## config.mk

```make
export PLATFORM = sky130hd
export DESIGN_NAME = fdivclk_sel
export DESIGN_NICKNAME = d
export VERILOG_FILES = /design/src/rtl/fdivclk_pkg.sv /design/src/rtl/fdivclk_ctrl.sv /design/src/rtl/fdivclk_dp.sv /design/src/rtl/fdivclk_sel.sv
export SDC_FILE = /design/constraint.sdc
export NUM_CORES = 1
export LEC_CHECK = 0
export BUFFER_PORTS_ARGS = -buffer_cell sky130_fd_sc_hd__buf_4
export CAP_MARGIN = 10
export CORE_ASPECT_RATIO = 1.75
export CORE_MARGIN = 2
export CORE_UTILIZATION = 48
export DETAILED_ROUTE_END_ITERATION = 16
export PLACE_DENSITY = 0.88
export SLEW_MARGIN = 20
export SYNTH_ARGS = -nofsm -noshare
export SYNTH_HDL_FRONTEND = slang
export SYNTH_SLANG_ARGS = --single-unit
```

## constraint.sdc

```tcl
create_clock -name clk -period 6.19 [get_ports clk]
set_input_delay 0.619 -clock clk [delete_from_list [all_inputs] [get_ports clk]]
set_output_delay 0.619 -clock clk [all_outputs]
set_load 0.01 [all_outputs]
```

## src/rtl/fdivclk_pkg.sv

```systemverilog
package fdivclk_pkg;
  localparam int EnBit     = 4;
  localparam int BusyBit   = 7;
  localparam int DivIntLsb = 12;

  typedef struct packed {
    logic tick;   // selected source ticked, enabled, divisor usable
    logic clear;  // restart accumulation
  } strobe_t;
endpackage

```

## src/rtl/fdivclk_ctrl.sv

```systemverilog
module fdivclk_ctrl
  import fdivclk_pkg::*;
#(
  parameter int NUM_SRC = 16,
  parameter int INT_BITS = 4,
  parameter int FRAC_BITS = 4,
  parameter logic [NUM_SRC-1:0] GND_MASK = 16'h8000,
  localparam int SRC_W = (NUM_SRC > 1) ? $clog2(NUM_SRC) : 1,
  localparam bit PASS = (INT_BITS + FRAC_BITS) == 0,
  localparam int DW = PASS ? 1 : INT_BITS + FRAC_BITS,
  localparam int LSB = DivIntLsb - FRAC_BITS
) (
  input  logic               clk,
  input  logic               rstN,
  input  logic               wrEn,
  input  logic               wrSel,
  input  logic [31:0]        wrData,
  input  logic [NUM_SRC-1:0] srcTick,
  output logic [31:0]        ctrlRd,
  output logic [31:0]        divRd,
  output logic [DW-1:0]      divVal,
  output strobe_t            strobe
);
  logic [SRC_W-1:0] srcSel;
  logic             enReg;
  logic             busyReg;
  logic [DW-1:0]    divField;
  logic [NUM_SRC-1:0] liveTick;
  logic             selTick;
  logic             divUsable;

  always_ff @(posedge clk) begin
    if (!rstN) begin
      srcSel   <= '0;
      enReg    <= 1'b0;
      busyReg  <= 1'b0;
      divField <= '0;
    end else if (wrEn) begin
      if (!wrSel) begin
        srcSel  <= wrData[SRC_W-1:0];
        enReg   <= wrData[EnBit];
        busyReg <= wrData[EnBit];
      end else begin
        divField <= wrData[LSB +: DW];
      end
    end
  end

  // source 0 and masked sources are ground
  always_comb begin
    liveTick    = srcTick & ~GND_MASK;
    liveTick[0] = 1'b0;
  end

  assign selTick   = (int'(srcSel) < NUM_SRC) ? liveTick[srcSel] : 1'b0;
  assign divUsable = PASS || (divField != '0);
  assign divVal    = divField;

  assign strobe.tick  = enReg && selTick && divUsable && !wrEn;
  assign strobe.clear = wrEn || !enReg;

  always_comb begin
    ctrlRd                = '0;
    ctrlRd[SRC_W-1:0]     = srcSel;
    ctrlRd[EnBit]         = enReg;
    ctrlRd[BusyBit]       = busyReg;
    divRd                 = '0;
    if (!PASS) divRd[LSB +: DW] = divField;
  end

  assert_busy_tracks_R3: assert property (@(posedge clk) disable iff (!rstN)
    busyReg == enReg);
  assert_ground_src_R5: assert property (@(posedge clk) disable iff (!rstN)
    (srcSel == '0) |-> !strobe.tick);
endmodule

```

## src/rtl/fdivclk_dp.sv

```systemverilog
module fdivclk_dp
  import fdivclk_pkg::*;
#(
  parameter int INT_BITS = 4,
  parameter int FRAC_BITS = 4,
  localparam bit PASS = (INT_BITS + FRAC_BITS) == 0,
  localparam int DW = PASS ? 1 : INT_BITS + FRAC_BITS,
  localparam int AW = DW + 1
) (
  input  logic          clk,
  input  logic          rstN,
  input  strobe_t       strobe,
  input  logic [DW-1:0] divVal,
  output logic          pulse
);
  generate
    if (PASS) begin : gPass
      always_ff @(posedge clk) begin
        if (!rstN) pulse <= 1'b0;
        else       pulse <= strobe.tick && !strobe.clear;
      end
    end else begin : gFrac
      localparam logic [AW-1:0] STEP = AW'(1) << FRAC_BITS;
      logic [AW-1:0] acc;
      logic [AW-1:0] sum;
      logic [AW-1:0] divExt;

      assign divExt = {1'b0, divVal};
      assign sum    = acc + STEP;

      always_ff @(posedge clk) begin
        if (!rstN || strobe.clear) begin
          acc   <= '0;
          pulse <= 1'b0;
        end else if (strobe.tick) begin
          if (divExt <= STEP) begin
            acc   <= '0;
            pulse <= 1'b1;
          end else if (sum >= divExt) begin
            acc   <= sum - divExt;
            pulse <= 1'b1;
          end else begin
            acc   <= sum;
            pulse <= 1'b0;
          end
        end else begin
          pulse <= 1'b0;
        end
      end

      assert_acc_below_div_R9: assert property (@(posedge clk) disable iff (!rstN)
        (divVal != '0) |-> (acc < divExt));
      assert_clear_empties_R11: assert property (@(posedge clk) disable iff (!rstN)
        strobe.clear |=> (acc == '0) && !pulse);
    end
  endgenerate
endmodule

```

## src/rtl/fdivclk_sel.sv

```systemverilog
module fdivclk_sel
  import fdivclk_pkg::*;
#(
  parameter int NUM_SRC = 16,
  parameter int INT_BITS = 4,
  parameter int FRAC_BITS = 4,
  parameter logic [NUM_SRC-1:0] GND_MASK = 16'h8000
) (
  input  logic               clk,
  input  logic               rstN,
  input  logic               wrEn,
  input  logic               wrSel,
  input  logic [31:0]        wrData,
  input  logic [NUM_SRC-1:0] srcTick,
  output logic [31:0]        ctrlRd,
  output logic [31:0]        divRd,
  output logic               clkEnOut
);
  localparam bit PASS = (INT_BITS + FRAC_BITS) == 0;
  localparam int DW = PASS ? 1 : INT_BITS + FRAC_BITS;

  strobe_t       strobe;
  logic [DW-1:0] divVal;

  fdivclk_ctrl #(
    .NUM_SRC(NUM_SRC), .INT_BITS(INT_BITS), .FRAC_BITS(FRAC_BITS), .GND_MASK(GND_MASK)
  ) uCtrl (
    .clk(clk), .rstN(rstN), .wrEn(wrEn), .wrSel(wrSel), .wrData(wrData),
    .srcTick(srcTick), .ctrlRd(ctrlRd), .divRd(divRd), .divVal(divVal),
    .strobe(strobe)
  );

  fdivclk_dp #(.INT_BITS(INT_BITS), .FRAC_BITS(FRAC_BITS)) uDp (
    .clk(clk), .rstN(rstN), .strobe(strobe), .divVal(divVal), .pulse(clkEnOut)
  );

  assert_gate_off_R2: assert property (@(posedge clk) disable iff (!rstN)
    !ctrlRd[EnBit] |=> !clkEnOut);
  assert_zero_div_R8: assert property (@(posedge clk) disable iff (!rstN)
    (!PASS && divRd == 32'd0) |=> !clkEnOut);
  assert_pulse_needs_tick_R12: assert property (@(posedge clk) disable iff (!rstN)
    !(|srcTick) |=> !clkEnOut);
endmodule

```

; Word level (Yosys, flattened, before mapping)
; Index checks and enable logic that the tools add are counted.
[word_totals]
in_bits = 52
word_cells = 30
output_inout_bits = 65
register_bits = 23
[op_classes]
n_reduce_logical = 12
n_lt_le_gt_ge = 3
addsub = 2
n_bitwise = 2
muxes = 6
[op_table]
columns = op, n
row1 = $mux 9, 2
row2 = $add 9x5->9 const B, 1
row3 = $ge 9x8->1, 1
row4 = $sub 9x8->9, 1
row5 = $le 8x5->1 const B, 1
row6 = $reduce_bool 8->1, 1
row7 = $lt 4x5->1 const B, 1
row8 = $bmux 1 s4, 1
row9 = $reduce_and 2->1, 2
row10 = $logic_and 1x1->1, 3
row11 = $logic_not 1->1, 3
row12 = $mux 1, 3
row13 = $logic_or 1x1->1, 2
row14 = $not 1->1, 2
row15 = $reduce_or 2->1, 1

; Logic depth before layout (Yosys ltp)
; Gate-level depths: netlist of run 1.
[logic_depth]
word_depth = 7
ltp_mapped = 11
depth_no_buf = 10

; By module
; From an unflattened synthesis of run 1, not the netlist that was laid out.
[unflattened]
cells_unflattened = 244
area_unflattened_um2 = 2044.5
[modules_own_cells]
columns = module, n_inst, area_each_um2, cells_per_inst, seq_area_each_um2
row1 = fdivclk_ctrl, 1, 1128.6, 133, 260.2
row2 = fdivclk_dp, 1, 915.9, 111, 200.2

; Worst setup path after synthesis of run 1
; Ideal clock, no wire load.
[synth_path]
kind = register to register
from = register uDp.gFrac.acc[4]
to = register uDp.gFrac.acc[6]
synth_period_minus_slack_ps = 2387
required_time_ps = 6068
path_buffers = 2
arrival_time_ps = 2266
slack_ps = 3803
setup_ps = 122
path_stages_with_launch = 12
path_cell_list = dfxtp_1 ha_1 xor2_1 ha_1 buf_2 a21o_1 nand2_1 o211ai_4 or2_1 buf_6 mux2i_1 a221o_1
[synth_between]
elab_chain_cells = 4
elab_cells_between_ends = 5
classes_between = add/sub (2) / order compare (1) / mux (2)
[synth_rtl]
columns = item, line_no
row1 = "start, declared", fdivclk_dp.sv:24  ; logic [AW-1:0] acc;
row2 = "start signal, assigned", fdivclk_dp.sv:40  ; acc <= sum - divExt;
row3 = "start signal, assigned", fdivclk_dp.sv:43  ; acc <= sum;
row4 = $add 9x5->9 *, fdivclk_dp.sv:29  ; assign sum = acc + STEP;
row5 = $sub 9x8->9 or $ge 9x8->1 (tied branches), "fdivclk_dp.sv:40, fdivclk_dp.sv:39"
row6 = $mux 9 *, fdivclk_dp.sv:39  ; end else if (sum >= divExt) begin
row7 = $mux 9 *, fdivclk_dp.sv:36  ; if (divExt <= STEP) begin
; Every way passes the cells marked *; elsewhere a longest branch is shown, timed or not.
; A chain may end at the register's enable or synchronous reset.

; Final worst setup path of run 1
; Same ends and word-level chain as after synthesis.

==> results.py, run 1 <==
metrics = {
    "run_status": {
        "status": "finished clean",
    },
    "clocking": {
        "h-tree-depth": 1,
        "clk_latency_ns": 0.27,
        "cts_inserted_buffers": 3,
        "cts_resized": 0,
        "clk_pin_slew_ns": 0.09,
        "cts.sinks": 23,
        "cts_tree": "done",
        "cts_buffer_depth": 2,
        "post_cts.repair.setup_buffers": 0,
        "postCtsHoldBufs": 0,
        "root_buffer": "clkbuf_8",
    },
    "min_path": {
        "hp-class": "flip-flop to flip-flop",
    },
    "timing": {
        "fmax_ghz": 0.373,
        "drv_slew": 0,
        "min_period_ns": 2.68,
        "hold_viol": 0,
        "setup_tns_ns": 0,
        "rsz0062_at_grt": "false",
        "relSlewSlack": 0.634,
        "fin_worst_skew_ns": 0.0119,
        "worst_pin_slew_ns": 0.548,
        "whs_ns": 0.494,
        "fin_crit_sh": 0.433,
        "setup_viol": 0,
    },
    "synthesis": {
        "ys.flop_type": "dfxtp_1",
        "synth_xor_area_frac": 0.0173,
        "synthAdderAreaFrac": 0.0656,
        "synth_seq_cells": 23,
        "synth_compound_area_frac": 0.208,
        "syn_area_mm2": 0.00202,
        "synth_edf_count": 0,
        "ys_async_sr_fraction": 0,
        "netlist_instances": 233,
        "yosysWarnings": 0,
        "avgSynthCellArea_um2": 8.67,
        "synthSimpleGateAreaFrac": 0.164,
        "synth_cell_types": 61,
        "synthMuxAreaShare": 0.0650,
        "ys_seq_area_frac": 0.228,
        "synth_top_family_by_area": "buffers and inverters",
    },
    "grt": {
        "antenna_found_initial": 0,
        "grt_overflow": 0,
        "grt_pass1_wl_mm": 6.71,
        "grt_pass1_vias": 1521,
        "grt.total_usage": 0.181,
        "grt_max_degree": 15,
    },
    "placement": {
        "dpl_cell_area_mm2": 0.00214,
        "port_buffers": 45,
        "hpwl_mm": 3.32,
        "dpl.cell_count": 314,
        "gp_congestion": 0.919,
    },
    "detailed_routing": {
        "drtIter0Drc": 49,
        "wl_met2_mm": 2.34,
        "met3_length_um": 257,
        "drt-wirelength-per-cell_um": 12.9,
        "highest_layer": "met4",
        "drt-total-wl_mm": 4.09,
        "ant_nets": 0,
        "dr.pass1.iters": 6,
        "drc": 0,
        "vias": 1631,
        "viasPerCell": 5.13,
        "met1_length_mm": 1.37,
    },
    "layout": {
        "final_area_mm2": 0.00219,
        "stdcell_count": 318,
        "n_antenna_cell": 0,
        "area_growth_syn_to_layout_pct": 8.36,
        "nets": 332,
        "drive_gt1_frac": 0.242,
    },
    "run": {
        "drv_cap": 0,
    },
    "power_and_ir_drop": {
        "power_density_mw_per_mm2": 156,
        "total_power_uw": 342,
        "p_int_uw": 238,
        "p_sw_frac": 0.305,
        "ir_drop_uv": 146,
        "comb_power_share": 0.263,
        "switchingPower_uw": 105,
        "power.leakage_uw": 0.00101,
        "p_seq_frac": 0.459,
        "power.share.clock": 0.278,
    },
    "worst_setup_path": {
        "crit_top_cell": "ha_1",
        "worstPathBufferInverterCount": 0,
        "critPathTopFamily": "adder cells",
        "crit_arrival_ns": 2.85,
        "cp_data_required_time_ns": 6.35,
        "slowest_stage": "dfxtp_1",
        "path_cells": "ha_1 > xor2_1 > ha_1 > a21o_1 > nand2_1 > o211ai_4 > or2_1 > mux2i_1 > a221o_1",
        "max_stage_delay_ns": 0.41,
        "cp_max_fo": 7,
        "critPathKind": "flip-flop to flip-flop",
        "end_kind": "flip-flop",
        "cp-start-kind": "flip-flop",
    },
    "floorplanning": {
        "fp.dieH_um": 89.8,
        "ios": 117,
        "die_w_um": 53.0,
        "start_util": 0.496,
        "row_count": 31,
        "coreArea_mm2": 0.00407,
        "dieArea_mm2": 0.00477,
    },
}
-- synth_stat cells (all sizes together) (2+ instances only) --
cell type | number | share of area
inv | 12 | 0.022
nand3 | 12 | 0.030
nand2 | 15 | 0.028
mux4 | 2 | 0.022
a21boi | 8 | 0.030
a31o | 2 | 0.0087
nor2b | 11 | 0.041
clkbuf | 5 | 0.0099
a22o | 5 | 0.022
a21oi | 8 | 0.025
nor2 | 9 | 0.017
ha | 9 | 0.056
xor2 | 3 | 0.013
mux2i | 6 | 0.030
a21o | 3 | 0.011
dfxtp | 23 | 0.23
mux2 | 2 | 0.013
a211oi | 3 | 0.014
o21ai | 6 | 0.017
or2 | 2 | 0.0062
buf | 57 | 0.22
nand4 | 3 | 0.012
-- kinds of logic after synthesis --
family / Yosys count
buffers and inverters: 74
flip-flops: 23
AO/OA/AOI/OAI: 51
XOR/XNOR: 4
adder cells (fa/ha/maj): 10
other: 1
multiplexers: 10
AND/OR/NAND/NOR: 60
-- layer usage --
metal	track usage	up-vias
met3	0.0116	9
met5	0	-
li1	-	780
met2	0.348	90
met1	0.184	752
met4	0.0812	0
-- power by group through the flow --
stage	logic [µW]	registers [µW]	clock network, µW
2_1_floorplan	86.4	160	0
3_3_place_gp	86.2	160	0
3_5_place_dp	88.2	161	0
4_1_cts	88.9	157	96.1
5_1_grt	99.3	158	103
6_report	90.0	157	95.3
-- state kept, by name, indices dropped and copies added (netlist names) --
name and flops:
uDp.gFrac.acc 9, uCtrl.divVal 8, uCtrl.srcSel 4, uCtrl.enReg 1
uDp.pulse 1
-- worst reg2reg max path: cells and delay by family, from the launching register on --
kind / cells / cell delay, ns
flip-flops: 1 / 0.41
XOR/XNOR: 1 / 0.22
multiplexers: 1 / 0.17
adder cells (fa/ha/maj): 2 / 0.66
AND/OR/NAND/NOR: 2 / 0.47
AO/OA/AOI/OAI: 3 / 0.66
-- cell type report --
class / count / area [µm²]
fill: 366 / 1880
multi-input combinational: 185 / 1240
sequential: 23 / 460
timing repair buffer: 45 / 338
tap: 49 / 61.3
inverter: 12 / 45.0
clock buffer: 3 / 41.3
clock inverter: 1 / 5.00
-- final timing paths --
kind                                  startpoint               end  slack (ns)  cells after the start
worst max-delay path            uDp.gFrac.acc[4]  uDp.gFrac.acc[6]        3.51                      9
worst min register to register  uDp.gFrac.acc[0]  uDp.gFrac.acc[0]        0.49                      1
worst max register to register  uDp.gFrac.acc[4]  uDp.gFrac.acc[6]        3.51                      9
worst min-delay path            uDp.gFrac.acc[0]  uDp.gFrac.acc[0]        0.49                      1
-- stage by stage --
stage	setup WS [ns]	util
final	3.51	0.538
after global routing	3.35	0.538
after CTS	3.54	0.538
after detailed placement	3.61	0.526
after global placement	3.67	0.526
after floorplan	3.80	-
-- layout by cell type (no fill, tap or decap), types with 2 or more instances in the layout --
| cell | count |
|---|---|
| nor2b_4 | 2 |
| dfxtp_1 | 23 |
| a22o_1 | 5 |
| nor2_1 | 9 |
| mux2i_1 | 6 |
| nor2b_1 | 9 |
| xor2_1 | 3 |
| a211oi_1 | 2 |
| conb_1 | 50 |
| nand2_1 | 15 |
| nand4_1 | 2 |
| a21oi_1 | 7 |
| a21o_1 | 3 |
| ha_1 | 9 |
| buf_4 | 45 |
| clkbuf_8 | 3 |
| inv_1 | 12 |
| mux4_2 | 2 |
| nand3_1 | 12 |
| o21ai_1 | 2 |
| a21boi_0 | 8 |
| o21ai_0 | 3 |
Note: power is estimated with default switching activity, not from simulation.
==> run 2, diff against run 1 <==
- CORE_UTILIZATION: 48 -> 40
- PLACE_DENSITY: 0.88 -> 0.78
- clock period: 6.19 -> 2.45 ns (I/O delays scaled with it)
==> run 2 against run 1 <==
Compared with the run above:
- via count grew 0.92%
- clock skew down 0.0091 ns
- clock-buffer cell count is 1 higher
- non-clock buffer count is 8 higher
- final area rose by 4.3%
- total power rose to 2.6 times the previous value
- combinational power increased to 2.7 times the previous value
- first-iteration DRC count is 47% lower
- largest cell class unchanged
==> results.py, run 2 (synthesis gave the netlist of run 1 again) <==
metrics = {
    "worst_setup_path": {
        "crit_arrival_ns": 2.44,
        "r2r-end": "uDp.gFrac.acc[3]",
        "critPathTopFamily": "simple AND/OR/NAND/NOR gates",
        "critPathKind": "flip-flop to flip-flop",
        "worstSetupStartpoint": "uDp.gFrac.acc[4]",
        "endpoint": "uDp.gFrac.acc[3]",
        "cp_max_fo": 5,
        "r2r_cells": 9,
        "worstPathBufferInverterCount": 0,
        "worstSetupPathDepth": 9,
        "r2r_slack_ns": 0.18,
        "max_stage_delay_ns": 0.37,
        "rr_startpoint": "uDp.gFrac.acc[4]",
        "end_kind": "flip-flop",
        "cp_data_required_time_ns": 2.62,
        "slowest_stage": "dfxtp_2",
        "path_cells": "ha_2 > xor2_1 > ha_1 > a21o_1 > nand2_1 > o211ai_4 > or2_4 > and2_4 > a32o_1",
        "cp-start-kind": "flip-flop",
    },
    "timing": {
        "setup_ws_ns": 0.179,
        "setup_viol": 0,
        "rsz0062_at_grt": "false",
        "setup_tns_ns": 0,
        "fin_crit_sh": 0.927,
        "relSlewSlack": 0.631,
        "drv_slew": 0,
        "fin_worst_skew_ns": 0.00274,
        "min_period_ns": 2.27,
        "worst_pin_slew_ns": 0.553,
        "fmax_ghz": 0.440,
        "whs_ns": 0.224,
        "hold_viol": 0,
    },
    "clocking": {
        "cts_buffer_depth": 2,
        "clk_latency_ns": 0.27,
        "h-tree-depth": 1,
        "cts.sinks": 23,
        "cts_tree": "done",
        "post_cts.repair.setup_buffers": 0,
        "cts_inserted_buffers": 3,
        "cts_resized": 0,
        "postCtsHoldBufs": 0,
        "clk_pin_slew_ns": 0.08,
        "root_buffer": "clkbuf_8",
    },
    "floorplanning": {
        "start_util": 0.409,
        "dieArea_mm2": 0.00566,
        "ios": 117,
        "fp.dieH_um": 98.0,
        "row_count": 34,
        "die_w_um": 57.7,
        "coreArea_mm2": 0.00493,
    },
    "detailed_routing": {
        "viasPerCell": 4.97,
        "drt-wirelength-per-cell_um": 12.4,
        "drc": 0,
        "drtIter0Drc": 26,
        "dr.pass1.iters": 5,
        "drt-total-wl_mm": 4.09,
        "vias": 1646,
        "ant_nets": 0,
    },
    "grt": {
        "grt_overflow": 0,
        "met3_usage": 0.0146,
        "antenna_found_initial": 0,
        "grt.total_usage": 0.152,
        "grt_pass1_vias": 1510,
        "use_met1": 0.165,
        "grt_pass1_wl_mm": 6.98,
        "grt_util_met2": 0.290,
        "grt_max_degree": 15,
        "busiest_layer": "met2",
    },
    "layout": {
        "multi_input_area_mm2": 0.00127,
        "fillers": 474,
        "register_area_um2": 463,
        "drive_gt1_frac": 0.285,
        "largest-register": "uDp.gFrac.acc",
        "nets": 340,
        "postLayoutCoreUtil": 0.463,
        "n_antenna_cell": 0,
        "layout_common_cells": "buf_4, conb_1, dfxtp_1",
        "area_growth_syn_to_layout_pct": 13.1,
        "final_common_cell": "buf_4",
        "largest_register_ff_count": 9,
    },
    "power_and_ir_drop": {
        "total_power_uw": 883,
        "ir_drop_uv": 437,
        "power_density_mw_per_mm2": 386,
        "power.leakage_uw": 0.00105,
    },
    "run_status": {
        "status": "finished clean",
    },
    "placement": {
        "hpwl_mm": 3.41,
        "port_buffers": 45,
        "post-place-ws_ns": 0.105,
        "gp_congestion": 0.926,
    },
    "run": {
        "drv_cap": 0,
    },
    "min_path": {
        "hp-class": "input pin to flip-flop",
    },
}
## run 2: cell count changes in the layout (fill, tap and decap cells not counted)
cell / change
buf_4: +8
dfxtp_1: -2
clkbuf_1: +1
ha_1: -2
or2_1: -1
clkinv_2: -1
o311ai_2: +1
or2_4: +1
a211oi_4: +1
ha_2: +2
o311ai_1: -1
a211oi_1: -1
dfxtp_2: +2
## run 2: cell type report
class / count / area share
inverter: 12 / 0.0197
multi-input combinational: 185 / 0.554
tap: 54 / 0.0296
clock buffer: 4 / 0.0197
timing repair buffer: 53 / 0.174
sequential: 23 / 0.203
## run 2: worst min path at each step
stage / slack (ns) / start / cells past startpoint / endpoint
6_report: 0.22 / wrData[3] / 3 / uCtrl.srcSel[3]
5_1_grt: 0.25 / wrData[3] / 3 / uCtrl.srcSel[3]
4_1_cts: 0.23 / wrData[3] / 3 / uCtrl.srcSel[3]
3_5_place_dp: 0.46 / uDp.gFrac.acc[3] / 1 / uDp.gFrac.acc[3]
3_3_place_gp: 0.45 / uDp.gFrac.acc[3] / 1 / uDp.gFrac.acc[3]
2_1_floorplan: 0.40 / rstN / 1 / uCtrl.divVal[0]
## run 2: tightest hold or removal path: cells and delay by family
| family | cells | cell delay (ns) |
|---|---|---|
| simple gates | 1 | 0.09 |
| buf+inv | 1 | 0.08 |
| compound gates | 1 | 0.05 |
## run 2: through the flow
stage	instances	instance area, µm²
3_3_place_gp	327	2210
3_5_place_dp	327	2210
6_report	331	2280
4_1_cts	331	2250
5_1_grt	331	2280
2_1_floorplan	282	2200
## run 2: power by group
group	total [µW]	switching (µW)	internal (µW)
sequential	396	12.8	384
clock	242	125	116
combinational	245	129	116
## run 2: layer usage
layer  share of wire  wire length [µm]
met5               0                 0
met3           0.059               240
met1            0.35              1410
met2            0.57              2350
met4           0.021                87
